**src/rtl/pwm_dt_pkg.sv**
```systemverilog
package pwm_dt_pkg;
  // Strobes handed from the control section to the datapath.
  typedef struct packed {
    logic enable;  // timer running
    logic tick;    // one prescaled timer tick this cycle
  } pwmStrobe_t;

  typedef enum logic [1:0] {
    REG_CTRL   = 2'd0,
    REG_PWM    = 2'd1,
    REG_RELOAD = 2'd2,
    REG_SPARE  = 2'd3
  } pwmReg_e;
endpackage

```
**src/rtl/pwm_dt_ctrl.sv**
```systemverilog
module pwm_dt_ctrl
  import pwm_dt_pkg::*;
#(
  parameter int CNT_W  = 16,
  parameter int PRES_W = 3,
  parameter int DEAD_W = 3
) (
  input  logic              clk,
  input  logic              rstN,
  input  logic              wrEn,
  input  logic [1:0]        wrAddr,
  input  logic [CNT_W-1:0]  wrData,
  output pwmStrobe_t        strobe,
  output logic              polarity,
  output logic [DEAD_W-1:0] deadTicks,
  output logic [CNT_W-1:0]  pwmVal,
  output logic [CNT_W-1:0]  reloadVal
);
  // Control word layout
  localparam int EN_BIT   = 0;
  localparam int POL_BIT  = 1;
  localparam int PRES_LSB = 2;
  localparam int DEAD_LSB = PRES_LSB + PRES_W;
  // Prescaler width covers the largest division 2^(2^PRES_W - 1)
  localparam int DIV_W    = (1 << PRES_W) - 1;

  logic              enable;
  logic [PRES_W-1:0] presSel;
  logic [DIV_W-1:0]  divCnt;
  logic [DIV_W-1:0]  divMask;
  logic              tick;

  always_ff @(posedge clk or negedge rstN) begin
    if (!rstN) begin
      enable    <= 1'b0;
      polarity  <= 1'b0;
      presSel   <= '0;
      deadTicks <= '0;
      pwmVal    <= '0;
      reloadVal <= '0;
    end else if (wrEn) begin
      unique case (pwmReg_e'(wrAddr))
        REG_CTRL: begin
          enable    <= wrData[EN_BIT];
          polarity  <= wrData[POL_BIT];
          presSel   <= wrData[PRES_LSB +: PRES_W];
          deadTicks <= wrData[DEAD_LSB +: DEAD_W];
        end
        REG_PWM:    pwmVal    <= wrData;
        REG_RELOAD: reloadVal <= wrData;
        default: ;
      endcase
    end
  end

  // Prescaler: cleared while disabled, free-running while enabled
  always_ff @(posedge clk or negedge rstN) begin
    if (!rstN)        divCnt <= '0;
    else if (!enable) divCnt <= '0;
    else              divCnt <= divCnt + DIV_W'(1);
  end

  assign divMask = ~({DIV_W{1'b1}} << presSel);
  assign tick    = enable && ((divCnt & divMask) == divMask);

  assign strobe.enable = enable;
  assign strobe.tick   = tick;
endmodule

```
**src/rtl/pwm_dt_datapath.sv**
```systemverilog
module pwm_dt_datapath
  import pwm_dt_pkg::*;
#(
  parameter int CNT_W  = 16,
  parameter int DEAD_W = 3
) (
  input  logic              clk,
  input  logic              rstN,
  input  pwmStrobe_t        strobe,
  input  logic              polarity,
  input  logic [DEAD_W-1:0] deadTicks,
  input  logic [CNT_W-1:0]  pwmVal,
  input  logic [CNT_W-1:0]  reloadVal,
  output logic              pwmOut,
  output logic              pwmOutN,
  output logic [CNT_W-1:0]  count
);
  localparam int NUM_CH = 2;  // 0: primary, 1: complement

  logic              atReload;
  logic              rawActive;
  logic              priLevel;
  logic [NUM_CH-1:0] want;
  logic [NUM_CH-1:0] drive;

  assign atReload = (count >= reloadVal);

  always_ff @(posedge clk or negedge rstN) begin
    if (!rstN)            count <= '0;
    else if (strobe.tick) count <= atReload ? CNT_W'(1) : count + CNT_W'(1);
  end

  // Underlying phase: set at compare match, cleared at reload
  always_ff @(posedge clk or negedge rstN) begin
    if (!rstN)                rawActive <= 1'b0;
    else if (!strobe.enable)  rawActive <= 1'b0;
    else if (strobe.tick) begin
      if (atReload)                              rawActive <= (pwmVal == CNT_W'(1));
      else if ((count + CNT_W'(1)) == pwmVal)    rawActive <= 1'b1;
    end
  end

  assign priLevel = rawActive ? polarity : ~polarity;
  assign want[0]  = strobe.enable &  priLevel;
  assign want[1]  = strobe.enable & ~priLevel;

  // Dead-time stage per output: rising edges wait deadTicks ticks
  for (genvar ch = 0; ch < NUM_CH; ch++) begin : g_dead
    logic [DEAD_W-1:0] waitCnt;
    always_ff @(posedge clk or negedge rstN) begin
      if (!rstN)                                 waitCnt <= '0;
      else if (!want[ch])                        waitCnt <= '0;
      else if (strobe.tick && waitCnt < deadTicks) waitCnt <= waitCnt + DEAD_W'(1);
    end
    assign drive[ch] = want[ch] && (waitCnt >= deadTicks);
  end

  assign pwmOut  = drive[0];
  assign pwmOutN = drive[1];

  // the control section issues no tick while the timer is off
  a_r2_no_tick_off: assert property (@(posedge clk) disable iff (!rstN)
    !strobe.enable |-> !strobe.tick);

  // the count is frozen while disabled
  a_r7_count_hold: assert property (@(posedge clk) disable iff (!rstN)
    !strobe.enable |=> $stable(count));

  // a reload tick brings the count back to 1
  a_r3_wrap_to_one: assert property (@(posedge clk) disable iff (!rstN)
    (strobe.tick && count >= reloadVal) |=> (count == CNT_W'(1)));

  // the pair is never on together
  a_r8_no_overlap: assert property (@(posedge clk) disable iff (!rstN)
    !(pwmOut && pwmOutN));
endmodule

```
**src/rtl/pwm_deadband_timer.sv**
```systemverilog
module pwm_deadband_timer
  import pwm_dt_pkg::*;
#(
  parameter int CNT_W  = 16,
  parameter int PRES_W = 3,
  parameter int DEAD_W = 3
) (
  input  logic             clk,
  input  logic             rstN,
  input  logic             wrEn,
  input  logic [1:0]       wrAddr,
  input  logic [CNT_W-1:0] wrData,
  output logic             pwmOut,
  output logic             pwmOutN,
  output logic [CNT_W-1:0] count
);
  pwmStrobe_t        strobe;
  logic              polarity;
  logic [DEAD_W-1:0] deadTicks;
  logic [CNT_W-1:0]  pwmVal;
  logic [CNT_W-1:0]  reloadVal;

  pwm_dt_ctrl #(.CNT_W(CNT_W), .PRES_W(PRES_W), .DEAD_W(DEAD_W)) u_ctrl (
    .clk(clk), .rstN(rstN), .wrEn(wrEn), .wrAddr(wrAddr), .wrData(wrData),
    .strobe(strobe), .polarity(polarity), .deadTicks(deadTicks),
    .pwmVal(pwmVal), .reloadVal(reloadVal)
  );

  pwm_dt_datapath #(.CNT_W(CNT_W), .DEAD_W(DEAD_W)) u_dp (
    .clk(clk), .rstN(rstN), .strobe(strobe), .polarity(polarity),
    .deadTicks(deadTicks), .pwmVal(pwmVal), .reloadVal(reloadVal),
    .pwmOut(pwmOut), .pwmOutN(pwmOutN), .count(count)
  );
endmodule

```
**config.mk**
```make
export PLATFORM = sky130hd
export DESIGN_NAME = pwm_deadband_timer
export DESIGN_NICKNAME = d
export VERILOG_FILES = /design/src/rtl/pwm_dt_pkg.sv /design/src/rtl/pwm_dt_ctrl.sv /design/src/rtl/pwm_dt_datapath.sv /design/src/rtl/pwm_deadband_timer.sv
export SDC_FILE = /design/constraint.sdc
export NUM_CORES = 1
export LEC_CHECK = 0
export BUFFER_PORTS_ARGS = -buffer_cell sky130_fd_sc_hd__buf_2
export CELL_PAD_IN_SITES_DETAIL_PLACEMENT = 0
export CELL_PAD_IN_SITES_GLOBAL_PLACEMENT = 2
export CORE_MARGIN = 5
export CORE_UTILIZATION = 39
export CTS_CLUSTER_DIAMETER = 120
export DETAILED_ROUTE_END_ITERATION = 6
export PLACE_DENSITY_LB_ADDON = 0.1
export SKIP_CTS_REPAIR_TIMING = 1
export SLEW_MARGIN = 15
export SYNTH_ARGS = -nofsm -noshare
export SYNTH_HDL_FRONTEND = slang
export SYNTH_HIERARCHICAL = 1
export SYNTH_SLANG_ARGS = --single-unit
```
**constraint.sdc**
```tcl
create_clock -name clk -period 2.76 [get_ports clk]
set_clock_uncertainty 0.15 [all_clocks]
set_input_delay 0.276 -clock clk [delete_from_list [all_inputs] [get_ports clk]]
set_output_delay 0.276 -clock clk [all_outputs]
set_load 0.1 [all_outputs]
```
==> key figures, run 1 <==
Floorplanning
  • Core Region: 0.0107 mm2
  • Die Span Y: 114 um
  • IO Pins: 39
  • Standard-cell rows: 38
  • Die Wd: 114 um
  • Die area: between 0.01 and 0.015 mm2
  • Initial Utilization: 0.396

Clock network
  • Root Driver: clkbuf_8
  • Clock sinks: 70
  • TritonCTS Buffers: 9
  • Worst-skew pair later-pin latency: 0.35 ns
  • Clock buffer depth: 2
  • Clock transition at path regs: roughly 0.080 ns
  • # H-tree levels: 3
  • TritonCTS clock tree: done

STA
  • Worst-margin pin slew: around 0.66 ns
  • Min Tclk post-route: 2.63 ns
  • Fin Setup TNS: 0 ns
  • Crit share post-route: 0.952
  • Relative slew slack: 0.560
  • Endpoints failing hold: 0
  • Fmax: 381 MHz
  • Max-slew violations: 0
  • RSZ-0062 raised after global routing: false
  • Min Hold Slack: approximately 0.021 ns
  • Setup violations, final: 0

Critical path
  • Startpoint Class: register
  • Worst path required time: 2.85 ns
  • Critical path type: register to register
  • CP endpoint kind: register
  • Reg-to-Reg Start: u_dp/count[9]$_DFFE_PN0P_
  • CP arrival: 2.72 ns
  • CP Max Fanout: 14
  • FF-to-FF End: u_dp/count[11]$_DFFE_PN0P_
  • Critical Path End: u_dp/count[11]$_DFFE_PN0P_
  • Worst reg2reg setup slack: 0.13 ns
  • Crit. Startpoint: u_dp/count[9]$_DFFE_PN0P_
  • R2R depth: 8

Status
  • Status: complete, no violations

Yosys
  • Area leader, netlist: dfrtp_1
  • Top_reg_cell synth: dfrtp_1
  • Part of the Yosys area used for sequential elements: 0.412
  • Number of flops mapped to enable cells by yosys: 0
  • Top post-synthesis cells by area: dfrtp_1 41%, mux2_2 10%, ha_1 7.7%
  • Post-synth top cells: 70 x dfrtp_1, 39 x mux2_2, 31 x inv_1, 29 x o21ai_0, 26 x ha_1
  • Mapped Area: 0.00425 mm2
  • Most common cell in the netlist: dfrtp_1
  • Syn. warnings: 6
  • Synth cell types: 62
  • Syn nets: 450
  • Yosys reg bits: 70
  • Cells after synthesis: 403
  • Avg Cell Area, Syn: 10.5 um2
  • Synth top area share: 0.412
  • Async SR Flop Fraction: 1.00

Flow run
  • Maxcap violations: 0

Drt
  • Initial detailed-routing violation count: 122
  • Drt wl/cell: 17.9 um
  • Met1 Wirelength: around 5500 um
  • Post-route ant nets: 0
  • Residual DRC: 0
  • WL final: 10,900 um
  • DR vias/cell: roughly 5.4
  • Via count: ~3.3k
  • Met2 wire len: 4750 um
  • DR top layer: met4
  • Routed wl met3: 480 um
  • DRT Pass-1 Iters: 4

GRT
  • Vias in the first global route: 3,307
  • Largest net degree at the start of global routing: 36
  • Initial antenna violation count: 0
  • Total grt overflow: 0
  • First-pass GRT wire length: 18,200 um
  • Tot GR Track Use: 0.179

Placement
  • GP Congestion: between 0.8 and 0.9
  • Placed insts: 593
  • Placed cell areas: ~0.0047 mm2
  • PortBufs: 38
  • DP HPWL: about 8200 um

Cells and area
  • Final net count: 512
  • Fin area: between 0.004 and 0.005 mm2
  • Area grow syn2layout: 15.7%
  • Share of cells above drive strength 1: 0.309
  • Multi-input gate area: between 0.002 and 0.0025 mm2
  • FF+latch area: roughly 0.0018 mm2
  • Non-Filler Instances: between 600 and 700
  • # fillers: 1,087
  • Antenna Cells: 0

Power
  • P_leak: 0.00230 uW
  • Power density over the cells: 629 mW/mm2
  • Max IR drop VDD: 0.268 mV
  • Power, Total: 3090 uW

Min path
  • Worst hold-check path type: input port to register
  • Hold Crit Depth: 2
-- through the flow --
step,util,setup WS [ns]
floorplan,-,0.00340
global placement,0.438,0.0689
detailed placement,0.438,0.0403
CTS,0.453,0.00888
global route,0.458,0.0415
finish,0.458,0.133
-- worst min path at each step --
stage / startpoint / to
after global routing: wrData[11] / u_ctrl/reloadVal[11]$_DFFE_PN0P_
after CTS: rstN / u_dp/count[8]$_DFFE_PN0P_
after detailed placement: rstN / u_dp/count[8]$_DFFE_PN0P_
final: wrData[11] / u_ctrl/reloadVal[11]$_DFFE_PN0P_
after floorplan: rstN / u_ctrl/deadTicks[0]$_DFFE_PN0P_
after global placement: rstN / u_dp/count[8]$_DFFE_PN0P_
-- power by group --
part           internal (uW)  switching [uW]  total, uW
Sequential              1180             138       1320
Combinational            402             644       1050
Clock                    319             411        731
-- cell families after synthesis --
group | count (synthesis) | synth area share
adders and majority gates | 26 | 0.0765
DFF | 70 | 0.412
buffers and inverters | 47 | 0.0589
xor gates and xnor gates | 27 | 0.0574
AOI/OAI and AO/OA | 80 | 0.125
muxes | 42 | 0.110
and+or+nand+nor | 111 | 0.160
-- worst max-delay path, stage by stage, from the launching register on --
cell and delay, ns:
dfrtp_1 0.40, ha_1 0.32, a21o_1 0.17, a21oi_1 0.13
o21ai_0 0.10, a31oi_1 0.42, o31ai_4 0.28, or2_2 0.34
o2bb2ai_1 0.23
-- layer usage --
layer	up-vias	track usage
met3	13	0.0333
met1	1616	0.267
met4	0	0.0523
met2	60	0.263
li1	1573	-
met5	-	0
-- final cells by class --
type / count / area share
Timing Repair Buffer: 67 / 0.0840
Tap cell: 140 / 0.0356
Clock inverter: 6 / 0.00789
Sequential cell: 70 / 0.358
Multi-Input combinational cell: 286 / 0.466
Inverter: 31 / 0.0237
Clock buffer: 9 / 0.0252
-- state kept, by name, indices dropped and copies added, names as in the netlist --
signal,flops
u_dp/count,16
u_ctrl/polarity,1
u_ctrl/pwmVal,16
u_ctrl/presSel,3
u_ctrl/deadTicks,3
u_ctrl/enable,1
u_ctrl/reloadVal,16
u_ctrl/divCnt,7
u_dp/g_dead.waitCnt,6
u_dp/rawActive,1
-- cell usage in the layout, fill, tap and decap left out, types with 5 or more instances in the layout --
master	synthesis	final
nand2_1	15	15
ha_1	26	26
xnor2_1	16	16
nor3_1	7	7
nand4_1	5	5
nor4_1	7	6
clkbuf_8	1	9
dfrtp_1	70	67
mux2_2	39	39
a21oi_1	5	5
xor2_1	10	10
buf_2	3	37
o21ai_0	29	29
nand3_1	7	7
buf_4	6	29
a22o_1	13	13
nand2b_1	5	5
nor2_1	24	24
o21ai_1	5	5
nor2b_1	9	9
inv_1	31	31
Power figures use the tool's default switching activity.
==> run 2: changes to the inputs <==
clock period = 2.9 ns   (was 2.76 ns; I/O delays follow)
==> key figures, run 2 (same netlist as run 1, synthesis figures left out) <==
Status
  • Status: complete, no violations

STA
  • Max-slew violations: 0 (unchanged)
  • RSZ-0062 raised after global routing: false
  • Fin Setup TNS: 0 ns (unchanged)
  • Relative slew slack: 0.643 (+0.0822)
  • Worst-margin pin slew: 0.533 ns (-0.126 ns)
  • Crit share post-route: 0.902 (-0.0495)
  • Min Tclk post-route: 2.62 ns (-0.0102 ns)
  • Setup violations, final: 0 (unchanged)
  • Min Hold Slack: 0.0296 ns (+0.00835 ns)
  • Endpoints failing hold: 0 (unchanged)
  • Fmax: 382 MHz (+0.39%)

Critical path
  • Worst Path Buf+Inv: 2 (+2)
  • Startpoint Class: register
  • Worst path required time: 3.04 ns (+0.19 ns)
  • Critical Path End: u_dp/count[11]$_DFFE_PN0P_
  • Reg-to-Reg Start: u_dp/count[0]$_DFFE_PN0P_
  • Crit. Startpoint: u_dp/count[0]$_DFFE_PN0P_
  • Critical path type: register to register
  • R2R depth: 10 (+2)
  • Worst reg2reg setup slack: 0.28 ns (+0.15 ns)
  • Crit. path cell count: 10 (+2)
  • FF-to-FF End: u_dp/count[11]$_DFFE_PN0P_
  • Critical path cell sequence: inv_1 > ha_1 > nand2b_1 > a211oi_1 > o21ai_1 > a221oi_1 > o31ai_2 > buf_4 > or2_2 > o2bb2ai_1
  • Crit-path slowest cell: dfrtp_2
  • CP delay by family, top: compound AO/OA/AOI/OAI gates
  • CP endpoint kind: register
  • CP Max Fanout: 19 (+5)
  • CP arrival: 2.75 ns (+0.03 ns)
  • Crit-path max cell delay: 0.47 ns (+0.05 ns)

Drt
  • DR vias/cell: 5.19 (-3.1%)
  • Drt wl/cell: 17.8 um (-0.59%)
  • DRT Pass-1 Iters: 4 (unchanged)
  • Initial detailed-routing violation count: 152 (+25%)
  • WL final: 10,700 um (-1.7%)
  • Residual DRC: 0 (unchanged)
  • Via count: 3,125 (-4.2%)
  • Post-route ant nets: 0 (unchanged)

Cells and area
  • Commonest non-fill, non-tap cell in the layout: dfrtp_1
  • Antenna Cells: 0 (unchanged)
  • Biggest regs: u_ctrl/pwmVal x16, u_ctrl/reloadVal x16, u_dp/count x16
  • Fin util: 0.450 (-0.00803)
  • Most frequent cells in the layout: 68 x dfrtp_1, 39 x mux2_2, 38 x buf_2
  • Multi-input gate area: 0.00225 mm2 (-1.7%)
  • FF+latch area: 0.00175 mm2 (-0.21%)
  • Share of cells above drive strength 1: 0.288 (-0.0213)
  • Area grow syn2layout: 13.7%
  • Non-Filler Instances: 602 (-1.1%)
  • Final net count: 504 (-1.6%)
  • # fillers: 1,096 (+0.83%)

Flow run
  • Maxcap violations: 0 (unchanged)

GRT
  • Initial antenna violation count: 0 (unchanged)
  • Largest net degree at the start of global routing: 35 (-2.8%)
  • Tot GR Track Use: 0.177 (-0.00211)
  • Vias in the first global route: 3,215 (-2.8%)
  • Total grt overflow: 0 (unchanged)
  • First-pass GRT wire length: 17,700 um (-2.8%)

Floorplanning
  • Core Region: 0.0107 mm2 (unchanged)
  • Die area: 0.0131 mm2 (unchanged)
  • Die Wd: 114 um (unchanged)
  • Initial Utilization: 0.396 (unchanged)
  • IO Pins: 39 (unchanged)
  • Standard-cell rows: 38 (unchanged)
  • Die Span Y: 114 um (unchanged)

Power
  • Switching share of total power: 0.370 (-0.0154)
  • P_leak: 0.00224 uW (-2.6%)
  • Power density over the cells: 611 mW/mm2 (-2.8%)
  • Cell Int Power: 1860 uW (-2.1%)
  • Clock power frac: 0.259 (+0.023)
  • Sw Pwr: 1090 uW (-8.3%)
  • Power share of the combinational group: 0.310 (-0.028)
  • Sequential share of power: 0.431 (+0.005)
  • Max IR drop VDD: 0.336 mV (+25%)

Clock network
  • Worst-skew pair later-pin latency: 0.36 ns (about the same)
  • TritonCTS Buffers: 9 (unchanged)
  • Root Driver: clkbuf_8
  • # H-tree levels: 3 (unchanged)
  • TritonCTS clock tree: done
  • Clock sinks: 70 (unchanged)
  • Clock transition at path regs: 0.08 ns (about the same)
  • Clock buffer depth: 2 (unchanged)

Min path
  • Worst hold-check path type: input port to register
  • Hold Crit Depth: 2 (unchanged)

Placement
  • DP HPWL: 8300 um (+0.68%)
  • GP Congestion: 0.813 (+1.6%)
  • Placed insts: 585 (-1.3%)
  • PortBufs: 38 (unchanged)
run 2: cell types whose count changed in the layout (fill, tap and decap cells not counted), sizes merged:
cell	before	now
clkinv	3	4
clkbuf	9	11
inv	32	31
clkinvlp	2	0
buf	66	58
bufinv	0	1
run 2: worst min-delay path by stage:
stage / startpoint / endpoint / slack (ns)
floorplan: rstN / u_ctrl/deadTicks[0]$_DFFE_PN0P_ / -0.16
global placement: rstN / u_dp/count[11]$_DFFE_PN0P_ / 0.09
detailed placement: rstN / u_dp/count[11]$_DFFE_PN0P_ / 0.09
CTS: rstN / u_dp/count[11]$_DFFE_PN0P_ / -0.31
global route: wrData[11] / u_ctrl/reloadVal[11]$_DFFE_PN0P_ / 0.02
finish: wrData[15] / u_ctrl/pwmVal[15]$_DFFE_PN0P_ / 0.03
run 2: power by group through the flow:
stage / registers, uW / clock network, uW / logic (uW)
3_3_place_gp: 1290 / 0 / 910
4_1_cts: 1280 / 799 / 924
3_5_place_dp: 1290 / 0 / 920
5_1_grt: 1300 / 837 / 1010
2_1_floorplan: 1400 / 0 / 575
6_report: 1270 / 765 / 915
run 2: worst register-to-register path: stages (launching register included):
cell	delay (ns)
dfrtp_2	0.47
inv_1	0.07
ha_1	0.28
nand2b_1	0.14
a211oi_1	0.23
o21ai_1	0.10
a221oi_1	0.39
o31ai_2	0.09
buf_4	0.21
or2_2	0.30
o2bb2ai_1	0.12
run 2: cell type report:
type | instances | share of cell area
clock buffers | 11 | 0.0272
clock inverters | 5 | 0.0104
inverters | 31 | 0.0241
multi-input cells | 286 | 0.466
flip-flops and latches | 70 | 0.363
well taps | 140 | 0.0363
repair buffers | 59 | 0.0725
run 2: routing by layer:
layer	part of all wire	GRT usage	vias to the layer above	wire length (um)
met5	0	0	-	0
met4	0.015	0.0618	0	155
met3	0.054	0.0317	12	578
met2	0.42	0.247	61	4500
met1	0.51	0.271	1502	5460
li1	-	-	1550	-
run 2: stage by stage:
stage / worst slack, ns / instance area [um2] / total power (uW)
6_report: 0.284 / 4830 / 2950
2_1_floorplan: 0.0758 / 4250 / 1970
4_1_cts: 0.247 / 4820 / 3000
3_5_place_dp: 0.250 / 4640 / 2220
3_3_place_gp: 0.357 / 4640 / 2200
5_1_grt: 0.0320 / 4830 / 3150
==> run 3: changes to the inputs <==
CORE_UTILIZATION = 42   (was 39)
clock period = 3.3 ns   (was 2.9 ns; I/O delays follow)
==> key figures, run 3 (same netlist as run 1, synthesis figures left out) <==
Status
  • Status: complete, no violations

Flow run
  • Maxcap violations: 0 (unchanged)

Floorplanning
  • Die Span Y: 111 um (-3.3%)
  • Standard-cell rows: 36 (-5.3%)
  • IO Pins: 39 (unchanged)
  • Initial Utilization: 0.433 (+0.0373)
  • Die Wd: 111 um (-3.3%)
  • Core Region: 0.00982 mm2 (-8.6%)
  • Die area: 0.0122 mm2 (-6.5%)

Drt
  • Drt wl/cell: 17.7 um (about the same)
  • Residual DRC: 0 (unchanged)
  • Post-route ant nets: 0 (unchanged)
  • Via count: 3,147 (+0.70%)
  • Initial detailed-routing violation count: 190 (+25%)
  • DRT Pass-1 Iters: 4 (unchanged)
  • DR vias/cell: 5.32 (+2.4%)
  • WL final: 10,500 um (-1.7%)

Placement
  • DP HPWL: 7830 um (-5.7%)
  • GP Congestion: 0.816 (+0.42%)
  • Placed cell areas: 0.00462 mm2 (-0.46%)
  • PortBufs: 38 (unchanged)

STA
  • Min Tclk post-route: 2.91 ns (+0.298 ns)
  • Endpoints failing hold: 0 (unchanged)
  • Max-slew violations: 0 (unchanged)
  • Min Hold Slack: 0.0806 ns (+0.0511 ns)
  • Fin Setup TNS: 0 ns (unchanged)
  • RSZ-0062 raised after global routing: false
  • Crit share post-route: 0.883 (-0.0191)
  • Fmax: 343 MHz (-10%)
  • Worst-margin pin slew: 0.802 ns (+0.269 ns)
  • Relative slew slack: 0.465 (-0.177)
  • Setup violations, final: 0 (unchanged)

Cells and area
  • Area grow syn2layout: 14.9%
  • Fin util: 0.497 (+0.0477)
  • Most frequent cells in the layout: 70 x dfrtp_1, 39 x mux2_2, 38 x buf_2
  • Antenna Cells: 0 (unchanged)
  • Biggest regs: u_ctrl/pwmVal x16, u_ctrl/reloadVal x16, u_dp/count x16
  • Commonest non-fill, non-tap cell in the layout: dfrtp_1
  • Fin area: 0.00488 mm2 (+1.1%)
  • Share of cells above drive strength 1: 0.283 (-0.00465)
  • Final net count: 501 (-0.60%)

Min path
  • Worst hold-check path type: input port to register

Clock network
  • Root Driver: clkbuf_8
  • Worst-skew pair later-pin latency: 0.34 ns (-0.02 ns)
  • Clock buffer depth: 2 (unchanged)
  • TritonCTS Buffers: 9 (unchanged)
  • Clock transition at path regs: 0.08 ns (about the same)
  • # H-tree levels: 3 (unchanged)
  • TritonCTS clock tree: done
  • Clock sinks: 70 (unchanged)

GRT
  • Tot GR Track Use: 0.178 (+0.00136)
  • Total grt overflow: 0 (unchanged)
  • Largest net degree at the start of global routing: 39 (+11%)
  • Initial antenna violation count: 0 (unchanged)
  • First-pass GRT wire length: 17,500 um (-0.78%)
  • Vias in the first global route: 3,243 (+0.87%)

Critical path
  • Startpoint Class: register
  • Worst path required time: 3.41 ns (+0.37 ns)
  • Critical path cell sequence: inv_1 > ha_1 > nand2b_1 > a211oi_1 > o21ai_1 > a221oi_1 > o31ai_2 > buf_4 > nor2_2 > buf_4 > a22o_1
  • Crit-path max cell delay: 0.65 ns (+0.18 ns)
  • Crit-path slowest cell: a221oi_1
  • Critical path type: register to register
  • CP arrival: 3.03 ns (+0.28 ns)
  • Worst Path Buf+Inv: 3 (+1)
  • CP delay by family, top: compound AO/OA/AOI/OAI gates
  • Cell mode on critical path: buf_4
  • CP endpoint kind: register
  • CP Max Fanout: 13 (-6)

Power
  • Power density over the cells: 576 mW/mm2 (-5.8%)
  • Max IR drop VDD: 0.237 mV (-29%)
  • P_leak: 0.00227 uW (+1.0%)
  • Power, Total: 2810 uW (-4.8%)
==> run 3: worst paths after layout <==
| check | start | endpoint | slack [ns] | depth (start not counted) |
|---|---|---|---|---|
| max | u_dp/count[0]$_DFFE_PN0P_ | u_dp/count[9]$_DFFE_PN0P_ | 0.39 | 11 |
| min | wrData[10] | u_ctrl/reloadVal[10]$_DFFE_PN0P_ | 0.08 | 2 |
| max reg2reg | u_dp/count[0]$_DFFE_PN0P_ | u_dp/count[9]$_DFFE_PN0P_ | 0.39 | 11 |
| min reg2reg | u_ctrl/reloadVal[14]$_DFFE_PN0P_ | u_ctrl/reloadVal[14]$_DFFE_PN0P_ | 0.36 | 1 |
| max in group asynchronous | rstN | u_dp/count[0]$_DFFE_PN0P_ | 1.84 | 3 |
| min in group asynchronous | rstN | u_dp/count[8]$_DFFE_PN0P_ | 0.45 | 2 |
==> run 3: per-layer routing <==
| metal | share of wire | track usage |
|---|---|---|
| met1 | 0.51 | 0.272 |
| met2 | 0.43 | 0.260 |
| met4 | 0.0068 | 0.0443 |
| met5 | 0 | 0 |
| met3 | 0.050 | 0.0306 |
==> run 3: area by class of cell <==
cell class	instances	area, um2
clock buffers	11	151
clock inverters	5	104
fillers	968	4940
inverters	31	116
multi-input cells	286	2250
flip-flops and latches	70	1750
well taps	133	166
repair buffers	56	340
==> run 3: per-stage QoR <==
stage,setup slack [ns],instances
floorplan,0.180,403
global placement,0.440,575
detailed placement,0.465,575
CTS,0.439,591
global route,0.279,592
finish,0.386,592
==> run 3: report_power, final <==
group          total, uW  internal [uW]  switching (uW)
Clock                885            545             340
Sequential          1100            980             116
Combinational        830            313             517
Total               2810           1840             972
